[src/rtl/kwdt_pkg.sv]
package kwdt_pkg;
  // Register word addresses
  localparam int ADR_CTRL   = 0;
  localparam int ADR_SYSCFG = 1;
  localparam int ADR_STATUS = 2;
  localparam int ADR_LOAD   = 3;
  localparam int ADR_TRIG   = 4;
  localparam int ADR_KEY    = 5;
  localparam int ADR_COUNT  = 6;

  // Status bit positions
  localparam int ST_CTRL = 0;
  localparam int ST_LOAD = 2;
  localparam int ST_TRIG = 3;
  localparam int ST_KEY  = 4;

  // Key words
  localparam logic [15:0] KEY_ON_A  = 16'hBBBB;
  localparam logic [15:0] KEY_ON_B  = 16'h4444;
  localparam logic [15:0] KEY_OFF_A = 16'hAAAA;
  localparam logic [15:0] KEY_OFF_B = 16'h5555;

  localparam int PTV_W = 3;

  typedef enum logic [1:0] {
    KS_IDLE    = 2'd0,
    KS_ARM_ON  = 2'd1,
    KS_ARM_OFF = 2'd2
  } key_state_t;
endpackage

[src/rtl/kwdt_post.sv]
module kwdt_post #(
  parameter int W        = 16,
  parameter int PEND_CYC = 4
) (
  input  logic         clk,
  input  logic         rst,
  input  logic         wr_i,
  input  logic [W-1:0] data_i,
  output logic         busy_o,
  output logic         commit_o,
  output logic [W-1:0] data_o
);
  localparam int CW = $clog2(PEND_CYC + 1);

  logic [CW-1:0] cnt_q;
  logic [W-1:0]  data_q;

  always_ff @(posedge clk) begin
    if (rst) begin
      cnt_q  <= '0;
      data_q <= '0;
    end else if (wr_i) begin
      cnt_q  <= CW'(PEND_CYC);
      data_q <= data_i;
    end else if (cnt_q != '0) begin
      cnt_q <= cnt_q - 1'b1;
    end
  end

  assign busy_o   = (cnt_q != '0);
  assign commit_o = (cnt_q == CW'(1)) && !wr_i;
  assign data_o   = data_q;

  // a held write clears its flag right after it commits
  a_r5_commit_clears: assert property (@(posedge clk) disable iff (rst)
    commit_o |=> !busy_o);
  // a flag only rises after a write strobe
  a_r5_busy_from_write: assert property (@(posedge clk) disable iff (rst)
    $rose(busy_o) |-> $past(wr_i));
endmodule

[src/rtl/kwdt_keyseq.sv]
module kwdt_keyseq
  import kwdt_pkg::*;
(
  input  logic        clk,
  input  logic        rst,
  input  logic        commit_i,
  input  logic [15:0] key_i,
  output logic        run_o
);
  key_state_t st_q;
  logic       run_q;

  always_ff @(posedge clk) begin
    if (rst) begin
      st_q  <= KS_IDLE;
      run_q <= 1'b0;
    end else if (commit_i) begin
      case (st_q)
        KS_IDLE: begin
          if (key_i == KEY_ON_A)       st_q <= KS_ARM_ON;
          else if (key_i == KEY_OFF_A) st_q <= KS_ARM_OFF;
          else                         st_q <= KS_IDLE;
        end
        KS_ARM_ON: begin
          if (key_i == KEY_ON_B) run_q <= 1'b1;
          st_q <= KS_IDLE;
        end
        KS_ARM_OFF: begin
          if (key_i == KEY_OFF_B) run_q <= 1'b0;
          st_q <= KS_IDLE;
        end
        default: st_q <= KS_IDLE;
      endcase
    end
  end

  assign run_o = run_q;

  // the run state moves only when a run-control write commits
  a_r4_run_needs_key: assert property (@(posedge clk) disable iff (rst)
    !commit_i |=> $stable(run_o));
  // a start is always preceded by the armed state
  a_r2_start_armed: assert property (@(posedge clk) disable iff (rst)
    $rose(run_o) |-> $past(st_q == KS_ARM_ON));
  // a stop is always preceded by the armed-off state
  a_r3_stop_armed: assert property (@(posedge clk) disable iff (rst)
    $fell(run_o) |-> $past(st_q == KS_ARM_OFF));
endmodule

[src/rtl/kwdt_counter.sv]
module kwdt_counter
  import kwdt_pkg::*;
#(
  parameter int CNT_W = 32
) (
  input  logic             clk,
  input  logic             rst,
  input  logic             run_i,
  input  logic             tick_i,
  input  logic             pre_en_i,
  input  logic [PTV_W-1:0] ptv_i,
  input  logic             reload_i,
  input  logic [CNT_W-1:0] load_i,
  output logic [CNT_W-1:0] cnt_o,
  output logic             wrap_o
);
  localparam int PCNT_W = (1 << PTV_W) - 1;

  logic [CNT_W-1:0]  cnt_q;
  logic [PCNT_W-1:0] pcnt_q;
  logic [PCNT_W-1:0] plimit;
  logic              step;
  logic              wrap_q;

  assign plimit = (PCNT_W'(1) << ptv_i) - PCNT_W'(1);
  assign step   = run_i && tick_i && (!pre_en_i || (pcnt_q == plimit));

  always_ff @(posedge clk) begin
    if (rst) begin
      cnt_q  <= '0;
      pcnt_q <= '0;
      wrap_q <= 1'b0;
    end else begin
      wrap_q <= 1'b0;
      if (reload_i) begin
        cnt_q  <= load_i;
        pcnt_q <= '0;
      end else if (!run_i) begin
        pcnt_q <= '0;
      end else if (tick_i) begin
        if (pre_en_i && (pcnt_q != plimit)) pcnt_q <= pcnt_q + 1'b1;
        else                                 pcnt_q <= '0;
        if (step) begin
          if (cnt_q == '1) begin
            cnt_q  <= load_i;
            wrap_q <= 1'b1;
          end else begin
            cnt_q <= cnt_q + 1'b1;
          end
        end
      end
    end
  end

  assign cnt_o  = cnt_q;
  assign wrap_o = wrap_q;

  // a wrap leaves the counter at the load value
  a_r9_wrap_reloads: assert property (@(posedge clk) disable iff (rst)
    wrap_o |-> (cnt_o == $past(load_i)));
  // a wrap only follows a running tick
  a_r9_wrap_on_tick: assert property (@(posedge clk) disable iff (rst)
    wrap_o |-> $past(run_i && tick_i));
  // a stopped counter without reload holds
  a_r8_hold_stopped: assert property (@(posedge clk) disable iff (rst)
    (!run_i && !reload_i) |=> $stable(cnt_o));
endmodule

[src/rtl/kwdt_top.sv]
module kwdt_top
  import kwdt_pkg::*;
#(
  parameter int CNT_W    = 32,
  parameter int PEND_CYC = 4,
  parameter int ADDR_W   = 3
) (
  input  logic              clk,
  input  logic              rst,
  input  logic              tick_i,
  input  logic [ADDR_W-1:0] bus_addr,
  input  logic [31:0]       bus_wdata,
  input  logic              bus_we,
  output logic [31:0]       bus_rdata,
  output logic              rst_req_o
);
  localparam int CTRL_W = PTV_W + 1;
  localparam int TRIG_W = 32;

  logic running;

  logic sel_ctrl, sel_sys, sel_load, sel_trig, sel_key;
  assign sel_ctrl = bus_we && (bus_addr == ADDR_W'(ADR_CTRL));
  assign sel_sys  = bus_we && (bus_addr == ADDR_W'(ADR_SYSCFG));
  assign sel_load = bus_we && (bus_addr == ADDR_W'(ADR_LOAD));
  assign sel_trig = bus_we && (bus_addr == ADDR_W'(ADR_TRIG));
  assign sel_key  = bus_we && (bus_addr == ADDR_W'(ADR_KEY));

  // Posted slots
  logic              ctrl_busy, ctrl_commit;
  logic [CTRL_W-1:0] ctrl_post;
  logic              load_busy, load_commit;
  logic [CNT_W-1:0]  load_post;
  logic              trig_busy, trig_commit;
  logic [TRIG_W-1:0] trig_post;
  logic              key_busy, key_commit;
  logic [15:0]       key_post;

  kwdt_post #(.W(CTRL_W), .PEND_CYC(PEND_CYC)) u_post_ctrl (
    .clk(clk), .rst(rst), .wr_i(sel_ctrl && !running),
    .data_i({bus_wdata[5], bus_wdata[4:2]}),
    .busy_o(ctrl_busy), .commit_o(ctrl_commit), .data_o(ctrl_post));

  kwdt_post #(.W(CNT_W), .PEND_CYC(PEND_CYC)) u_post_load (
    .clk(clk), .rst(rst), .wr_i(sel_load && !running),
    .data_i(bus_wdata[CNT_W-1:0]),
    .busy_o(load_busy), .commit_o(load_commit), .data_o(load_post));

  kwdt_post #(.W(TRIG_W), .PEND_CYC(PEND_CYC)) u_post_trig (
    .clk(clk), .rst(rst), .wr_i(sel_trig),
    .data_i(bus_wdata),
    .busy_o(trig_busy), .commit_o(trig_commit), .data_o(trig_post));

  kwdt_post #(.W(16), .PEND_CYC(PEND_CYC)) u_post_key (
    .clk(clk), .rst(rst), .wr_i(sel_key),
    .data_i(bus_wdata[15:0]),
    .busy_o(key_busy), .commit_o(key_commit), .data_o(key_post));

  // Architectural registers
  logic              pre_en_q;
  logic [PTV_W-1:0]  ptv_q;
  logic [CNT_W-1:0]  load_q;
  logic [TRIG_W-1:0] last_trig_q;
  logic              sys_q;
  logic              reload;

  assign reload = trig_commit && (trig_post != last_trig_q);

  always_ff @(posedge clk) begin
    if (rst) begin
      pre_en_q    <= 1'b0;
      ptv_q       <= '0;
      load_q      <= '0;
      last_trig_q <= '0;
      sys_q       <= 1'b0;
    end else begin
      if (ctrl_commit && !running) {pre_en_q, ptv_q} <= ctrl_post;
      if (load_commit && !running) load_q <= load_post;
      if (reload)                  last_trig_q <= trig_post;
      if (sel_sys)                 sys_q <= bus_wdata[0];
    end
  end

  kwdt_keyseq u_keys (
    .clk(clk), .rst(rst), .commit_i(key_commit), .key_i(key_post),
    .run_o(running));

  logic [CNT_W-1:0] cnt;
  logic             wrap;

  kwdt_counter #(.CNT_W(CNT_W)) u_cnt (
    .clk(clk), .rst(rst), .run_i(running), .tick_i(tick_i),
    .pre_en_i(pre_en_q), .ptv_i(ptv_q), .reload_i(reload),
    .load_i(load_q), .cnt_o(cnt), .wrap_o(wrap));

  assign rst_req_o = wrap;

  // Registered read path
  logic [31:0] status_w;
  always_comb begin
    status_w          = '0;
    status_w[ST_CTRL] = ctrl_busy;
    status_w[ST_LOAD] = load_busy;
    status_w[ST_TRIG] = trig_busy;
    status_w[ST_KEY]  = key_busy;
  end

  always_ff @(posedge clk) begin
    if (rst) begin
      bus_rdata <= '0;
    end else begin
      case (bus_addr)
        ADDR_W'(ADR_CTRL):   bus_rdata <= {26'd0, pre_en_q, ptv_q, 2'b00};
        ADDR_W'(ADR_SYSCFG): bus_rdata <= {31'd0, sys_q};
        ADDR_W'(ADR_STATUS): bus_rdata <= status_w;
        ADDR_W'(ADR_LOAD):   bus_rdata <= 32'(load_q);
        ADDR_W'(ADR_TRIG):   bus_rdata <= last_trig_q;
        ADDR_W'(ADR_COUNT):  bus_rdata <= 32'(cnt);
        default:             bus_rdata <= '0;
      endcase
    end
  end

  // control settings are frozen while running
  a_r10_ctrl_frozen: assert property (@(posedge clk) disable iff (rst)
    $past(running) && running |-> $stable({pre_en_q, ptv_q}));
  // the load value is frozen while running
  a_r10_load_frozen: assert property (@(posedge clk) disable iff (rst)
    $past(running) && running |-> $stable(load_q));
  // repeating the trigger word never reloads
  a_r7_same_trig: assert property (@(posedge clk) disable iff (rst)
    (trig_commit && (trig_post == last_trig_q)) |=> $stable(last_trig_q));
  // the reset request never lasts two cycles without a second tick
  a_r9_single_pulse: assert property (@(posedge clk) disable iff (rst)
    (rst_req_o && !tick_i) |=> !rst_req_o);
endmodule

[config.mk]
export PLATFORM = sky130hd
export DESIGN_NAME = kwdt_top
export DESIGN_NICKNAME = d
export VERILOG_FILES = /design/src/rtl/kwdt_pkg.sv /design/src/rtl/kwdt_post.sv /design/src/rtl/kwdt_keyseq.sv /design/src/rtl/kwdt_counter.sv /design/src/rtl/kwdt_top.sv
export SDC_FILE = /design/constraint.sdc
export NUM_CORES = 1
export LEC_CHECK = 0
export BUFFER_PORTS_ARGS = -buffer_cell sky130_fd_sc_hd__buf_2
export CORE_MARGIN = 2
export CORE_UTILIZATION = 55
export DETAILED_ROUTE_END_ITERATION = 10
export PLACE_DENSITY = 0.8
export SYNTH_ARGS = -nofsm -noshare
export SYNTH_HDL_FRONTEND = slang
export SYNTH_SLANG_ARGS = --single-unit
[constraint.sdc]
create_clock -name clk -period 2.4 [get_ports clk]
set_clock_uncertainty 0.05 [all_clocks]
set_input_delay 0 -clock clk [delete_from_list [all_inputs] [get_ports clk]]
set_output_delay 0 -clock clk [all_outputs]
set_load 0.005 [all_outputs]
Word level (Yosys, flattened, before mapping) --
Cells that the tools add are included.
Word-level totals: bits of input ports 39, bits in registers 240, word-level logic and storage cells 124
Operators by class: reduce and logical (&&, ||, !) cells 46, equal/unequal tests 22, bitwise operators 3, add/sub/neg operators 7, mux-type cells 22, shifts and indexed selects 1
Operators with widths (count):
- $pmux W32 S6 | 1
- $mux W32 | 5
- $add A32 B1 Y32 const B | 1
- $eq A16 B15 Y1 const B | 2
- $eq A16 B16 Y1 const B | 2
- $eq A32 B32 Y1 const B | 1
- $ne A32 B32 Y1 | 1
- $mux W3 | 8
- $logic_and A1 B1 Y1 | 17
- $reduce_bool A2 Y1 | 8
- $eq A3 B1 Y1 const B | 5
- $reduce_bool A3 Y1 | 4
- $sub A3 B1 Y3 const B | 4
- $eq A3 B3 Y1 const B | 3
- $reduce_or A2 Y1 | 4
- $add A7 B1 Y7 const B | 1
- $eq A7 B7 Y1 | 1
- $mux W7 | 1
- $ne A7 B7 Y1 | 1
- $shl A1 B3 Y7 const A | 1
- $sub A7 B2 Y7 const B | 1
- $eq A3 B2 Y1 const B | 2
- $logic_not A1 Y1 | 6
- $mux W2 | 3
- 13 further kinds | 18

Logic depth before layout (Yosys ltp) --
depth after elaboration 9, depth in mapped cells 10

Hierarchy --
From an unflattened synthesis, not the netlist that was laid out.
Second synthesis, totals: cells, all modules 1256, area, all modules 11222.0 um2
Modules (own cells, without submodules):
- kwdt_top | cells each 535, times used 1, area an instance 4654.5 um2
- kwdt_post at u_post_load ... | cells each 122, times used 2, area an instance 1322.5 um2
- kwdt_counter | cells each 349, times used 1, area an instance 2607.5 um2
- kwdt_post at u_post_key | cells each 70, times used 1, area an instance 745.7 um2
- kwdt_post at u_post_ctrl | cells each 31, times used 1, area an instance 322.8 um2
- kwdt_keyseq | cells each 27, times used 1, area an instance 246.5 um2

Least setup slack after synthesis --
No wires, ideal clock.
kind register -> register, start point register u_cnt.cnt_q[0], in the netlist u_cnt.cnt_o[0], end point register u_cnt.cnt_q[3], in the netlist u_cnt.cnt_o[3], setup time 0.119 ns, setup slack 0.202 ns, path buffers 1, arrival time 2.029 ns, cell stages (with the launch flop) 9, cells stage by stage dfxtp_1 ha_1 nand3_1 nor2_1 nand2_2 nor4_4 a21oi_2 buf_6 o221a_1
On the way: word-level cells in the longest chain between the ends 6, elaborated cells on any way between the ends 7, classes of those cells 1 x add/sub; 1 x eq/ne; 5 x mux
RTL lines:
- from (decl) | RTL line kwdt_counter.sv:19 | logic [CNT_W-1:0] cnt_q;
- from (signal assigned) | RTL line kwdt_counter.sv:36 | cnt_q <= load_i;
- from (signal assigned) | RTL line kwdt_counter.sv:45 | cnt_q <= load_i;
- from (signal assigned) | RTL line kwdt_counter.sv:48 | cnt_q <= cnt_q + 1'b1;
- $add A32 B1 Y32 or $eq A32 B32 Y1 (tied branches) | RTL line kwdt_counter.sv:48, kwdt_counter.sv:44
- $mux W32 (*) | RTL line kwdt_counter.sv:44 | if (cnt_q == '1) begin
- $mux W32 (*) | RTL line kwdt_counter.sv:43 | if (step) begin
- $mux W32 (*) | RTL line kwdt_counter.sv:40 | end else if (tick_i) begin
- $mux W32 (*) | RTL line kwdt_counter.sv:38 | end else if (!run_i) begin
- $mux W32 (*) | RTL line kwdt_counter.sv:35 | if (reload_i) begin
Every way passes the cells marked *; elsewhere a longest branch is shown, timed or not. The select of a mux whose other input is x is not followed. A chain may end at the register's enable or synchronous reset.

Worst setup path after layout --
start point register last_trig_q[4], end point register u_cnt.cnt_q[10], in the netlist u_cnt.cnt_o[10]
On the way: word-level cells in the longest chain between the ends 4, elaborated cells on any way between the ends 7, classes of those cells 1 x eq/ne; 1 x mux; 5 x reduce/logical
RTL lines:
- from (decl) | RTL line kwdt_top.sv:63 | logic [TRIG_W-1:0] last_trig_q;
- from (signal assigned) | RTL line kwdt_top.sv:79 | if (reload) last_trig_q <= trig_post;
- $ne A32 B32 Y1 (*) | RTL line kwdt_top.sv:67 | assign reload = trig_commit && (trig_post != last_trig_q);
- $logic_and A1 B1 Y1 (*) | RTL line kwdt_top.sv:67
- $reduce_bool A2 Y1 (no line)
- $reduce_and A3 Y1 (no line)
Every way passes the cells marked *; elsewhere a longest branch is shown, timed or not.

==> impl_metrics.tcl <==
set metrics [dict create \
    synth_simple_gate_area_frac 0.214 \
    io_pins 72 \
    cts_tree "yes" \
    ys_types 70 \
    p_leak_nw 4.68 \
    track_usage 0.297 \
    rsz0062_at_grt "no" \
    cp_cell_sequence "xnor2_2 > nand4_1 > nor4_1 > buf_4 > a21oi_4 > buf_4 > a21oi_2 > buf_12 > o21ai_0 > nor3_1" \
    min_path_type "in -> reg" \
    async_reset_ff_frac 0 \
    fin_nets 1447 \
    insertedDiodeCount 0 \
    finalCritPeriodShare 0.980 \
    initial_utilization 0.566 \
    drtAntennaViolNets 0 \
    arrival_ns 2.74 \
    vias_per_cell 5.93 \
    synthAdderAreaFrac 0.0199 \
    cp_slowest_cell "dfxtp_1" \
    clkLatencyLatePin_ns 0.53 \
    rrSetupSlack_ns 0.05 \
    layout_min_cycle_time_ns 2.35 \
    critPathMaxStageDelay_ns 0.36 \
    syn_avg_cell_area_um2 8.39 \
    muxShareOfSynthArea 0.0795 \
    die_area_um2 20600 \
    area_growth_pct 19.0 \
    grt_antenna_before_repair 0 \
    synthesis.nets 1330 \
    synth.cell_area_um2 10700 \
    grt_max_degree 70 \
    ys_ff_latch 240 \
    layout_commonest_cell "nand2_1" \
    synth_xor_area_frac 0.0352 \
    first_iter_violations 1064 \
    tightest_slew_ns 0.710 \
    drive_above_1_share 0.163 \
    vias 9883 \
    status "finished clean" \
    multi_input_area_um2 5500 \
    grt-ovfl-total 0 \
    cts_sinks 240 \
    mostFrequentLayoutCells "261 x nand2_1, 238 x dfxtp_1, 153 x a21oi_1, 112 x nor2_1, 70 x buf_2" \
    end_kind "flop" \
    pre_cts_ws_ns 0.0191 \
    coreArea_um2 18900 \
    setup_tns_ns 0 \
    critPathTopFamily "simple AND/OR/NAND/NOR gates" \
    grt_pass1_wl_mm 48.7 \
    timing.final.ws_setup_ns 0.0483 \
    clock.fmax_mhz 425 \
    slew-limit-headroom 0.526 \
    row_count 50 \
    fill_cells 1541 \
    synth_seq_area_share 0.449 \
    firstDrtPassIters 6 \
    utilization 0.674 \
    hold_viol 0 \
    cts_root_buf "clkbuf_16" \
    report.final.slew_viol_count 0 \
    finalSetupViolations 0 \
    die_x_um 143 \
    synth_edf_count 0 \
    synth_cells 1274 \
    synth_warnings 0 \
    h-tree-depth 1 \
    path_max_fanout 20 \
    cp.required_ns 2.79 \
    peakVddDrop_v 0.000576 \
    clkSlewWorstSetupHoldPaths_ns 0.06 \
    register_area_um2 4810 \
    numCtsBuffers 25 \
    synth_ff_type "dfxtp_1" \
    crit_top_cell "buf_4" \
    io_buffers 71 \
    worst-path-buf-inv 3 \
    synth_compound_area_frac 0.160 \
    cp-start-kind "flop" \
    hpwl_mm 20.7 \
    synth_top_family_by_area "simple AND/OR/NAND/NOR gates" \
    p_per_area_nw_per_um2 776 \
    cts_max_path_buffers 3 \
    grt_pass1_vias 9277 \
    drcViolationCount 0 \
    wl_mm 30.5 \
    path_class "reg -> reg" \
    finalWeightedCongestion 0.976 \
    cap_violations 0 \
    routedWlPerCell_um 18.3 \
    die_y_um 143 \
]
## where the power goes
part | total, W | switching [W] | internal [W]
clock network | 0.00363 | 0.00155 | 0.00208
logic | 0.00180 | 0.00106 | 0.000740
registers | 0.00444 | 0.000228 | 0.00421
## flip-flops by register name, indices dropped and copies added (netlist names), 2 cells and up
register,count
u_post_ctrl.cnt_q,3
last_trig_q,32
u_post_key.cnt_q,3
u_keys.st_q,2
u_cnt.cnt_o,32
u_post_load.data_o,32
bus_rdata,32
ptv_q,3
load_q,32
u_post_key.data_o,16
u_post_trig.cnt_q,3
u_cnt.pcnt_q,7
u_post_load.cnt_q,3
u_post_trig.data_o,32
u_post_ctrl.data_o,4
## routing by layer
layer  vias up  global-route usage  wire length (µm)  part of all wire
met3        66              0.0616              3070              0.10
met1      4667               0.416             12900              0.42
li1       4662                   -                 -                 -
met5         -                   0                 0                 0
met4         0              0.0898               759             0.025
met2       488               0.464             13700              0.45
## synthesized netlist by cell type (3+ instances only)
library cell | n | area share
ha_1 | 17 | 0.020
a21boi_0 | 3 | 0.0021
nand2b_1 | 12 | 0.0070
mux2_2 | 31 | 0.033
nor3_1 | 16 | 0.0075
mux2i_1 | 50 | 0.047
a211oi_1 | 3 | 0.0021
nand3_1 | 15 | 0.0070
a21oi_1 | 154 | 0.072
a22oi_1 | 35 | 0.025
nor4_1 | 11 | 0.0064
nor2b_1 | 7 | 0.0041
buf_2 | 17 | 0.0080
o22ai_1 | 7 | 0.0041
a2111oi_0 | 4 | 0.0033
nor2_1 | 114 | 0.040
nor3b_1 | 5 | 0.0035
a31oi_1 | 3 | 0.0018
dfxtp_1 | 240 | 0.45
nand4_2 | 3 | 0.0035
clkbuf_1 | 57 | 0.020
nor4b_1 | 3 | 0.0025
inv_1 | 24 | 0.0084
and4_1 | 3 | 0.0025
and2_1 | 4 | 0.0023
xor2_1 | 4 | 0.0033
xnor2_1 | 39 | 0.032
o22a_1 | 3 | 0.0025
buf_1 | 5 | 0.0018
nand3b_1 | 6 | 0.0042
o32ai_1 | 11 | 0.0090
nand4_1 | 22 | 0.013
a21o_1 | 4 | 0.0028
o21ai_0 | 25 | 0.012
nand2_1 | 261 | 0.092
and3_1 | 5 | 0.0029
o31ai_1 | 5 | 0.0035
## final timing paths
check / startpoint / to / cells after the start
setup reg to reg: last_trig_q[4] / u_cnt.cnt_o[10] / 10
hold reg to reg: u_post_load.data_o[2] / load_q[2] / 2
hold / removal: bus_wdata[28] / u_post_load.data_o[28] / 4
setup / recovery: last_trig_q[4] / u_cnt.cnt_o[10] / 10
## cells by family (layout without fill, tap and decap cells)
family	after synthesis	in the layout
and+or+nand+nor	505	505
AOI/OAI and AO/OA	280	280
DFF	240	240
buffers and inverters	108	241
muxes	81	81
xor gates and xnor gates	43	43
adders and majority gates	17	17
## tightest hold or removal path: cells and delay by family
| kind | cells | cell delay, ns |
|---|---|---|
| AOI/OAI and AO/OA | 1 | 0.05 |
| buffers and inverters | 2 | 0.65 |
| and+or+nand+nor | 1 | 0.05 |
## timing repair
item                                   in CTS  in global routing
pin swaps                                   0                  1
resized for setup                           1                  9
endpoints found under the hold margin     104                  0
hold buffers                               38                  0
setup endpoints to repair                  11                 37
setup buffers                               0                  1
## through the flow
stage | hold WS [ns] | cells | power [W] | instance area, µm²
floorplan | 0.0860 | 1274 | 0.00568 | 10700
global placement | 0.205 | 1585 | 0.00617 | 11600
detailed placement | 0.209 | 1585 | 0.00623 | 11600
finish | 0.217 | 1667 | 0.00987 | 12700
global route | 0.234 | 1667 | 0.0103 | 12700
CTS | 0.213 | 1666 | 0.00986 | 12700
## layout make-up
type | instances | share of cell area
sequential | 240 | 0.378
timing repair buffer | 173 | 0.0983
clock inverter | 7 | 0.00472
tap | 260 | 0.0256
multi-input combinational | 926 | 0.432
inverter | 25 | 0.00737
clock buffer | 36 | 0.0540
Power figures use the tool's default switching activity.
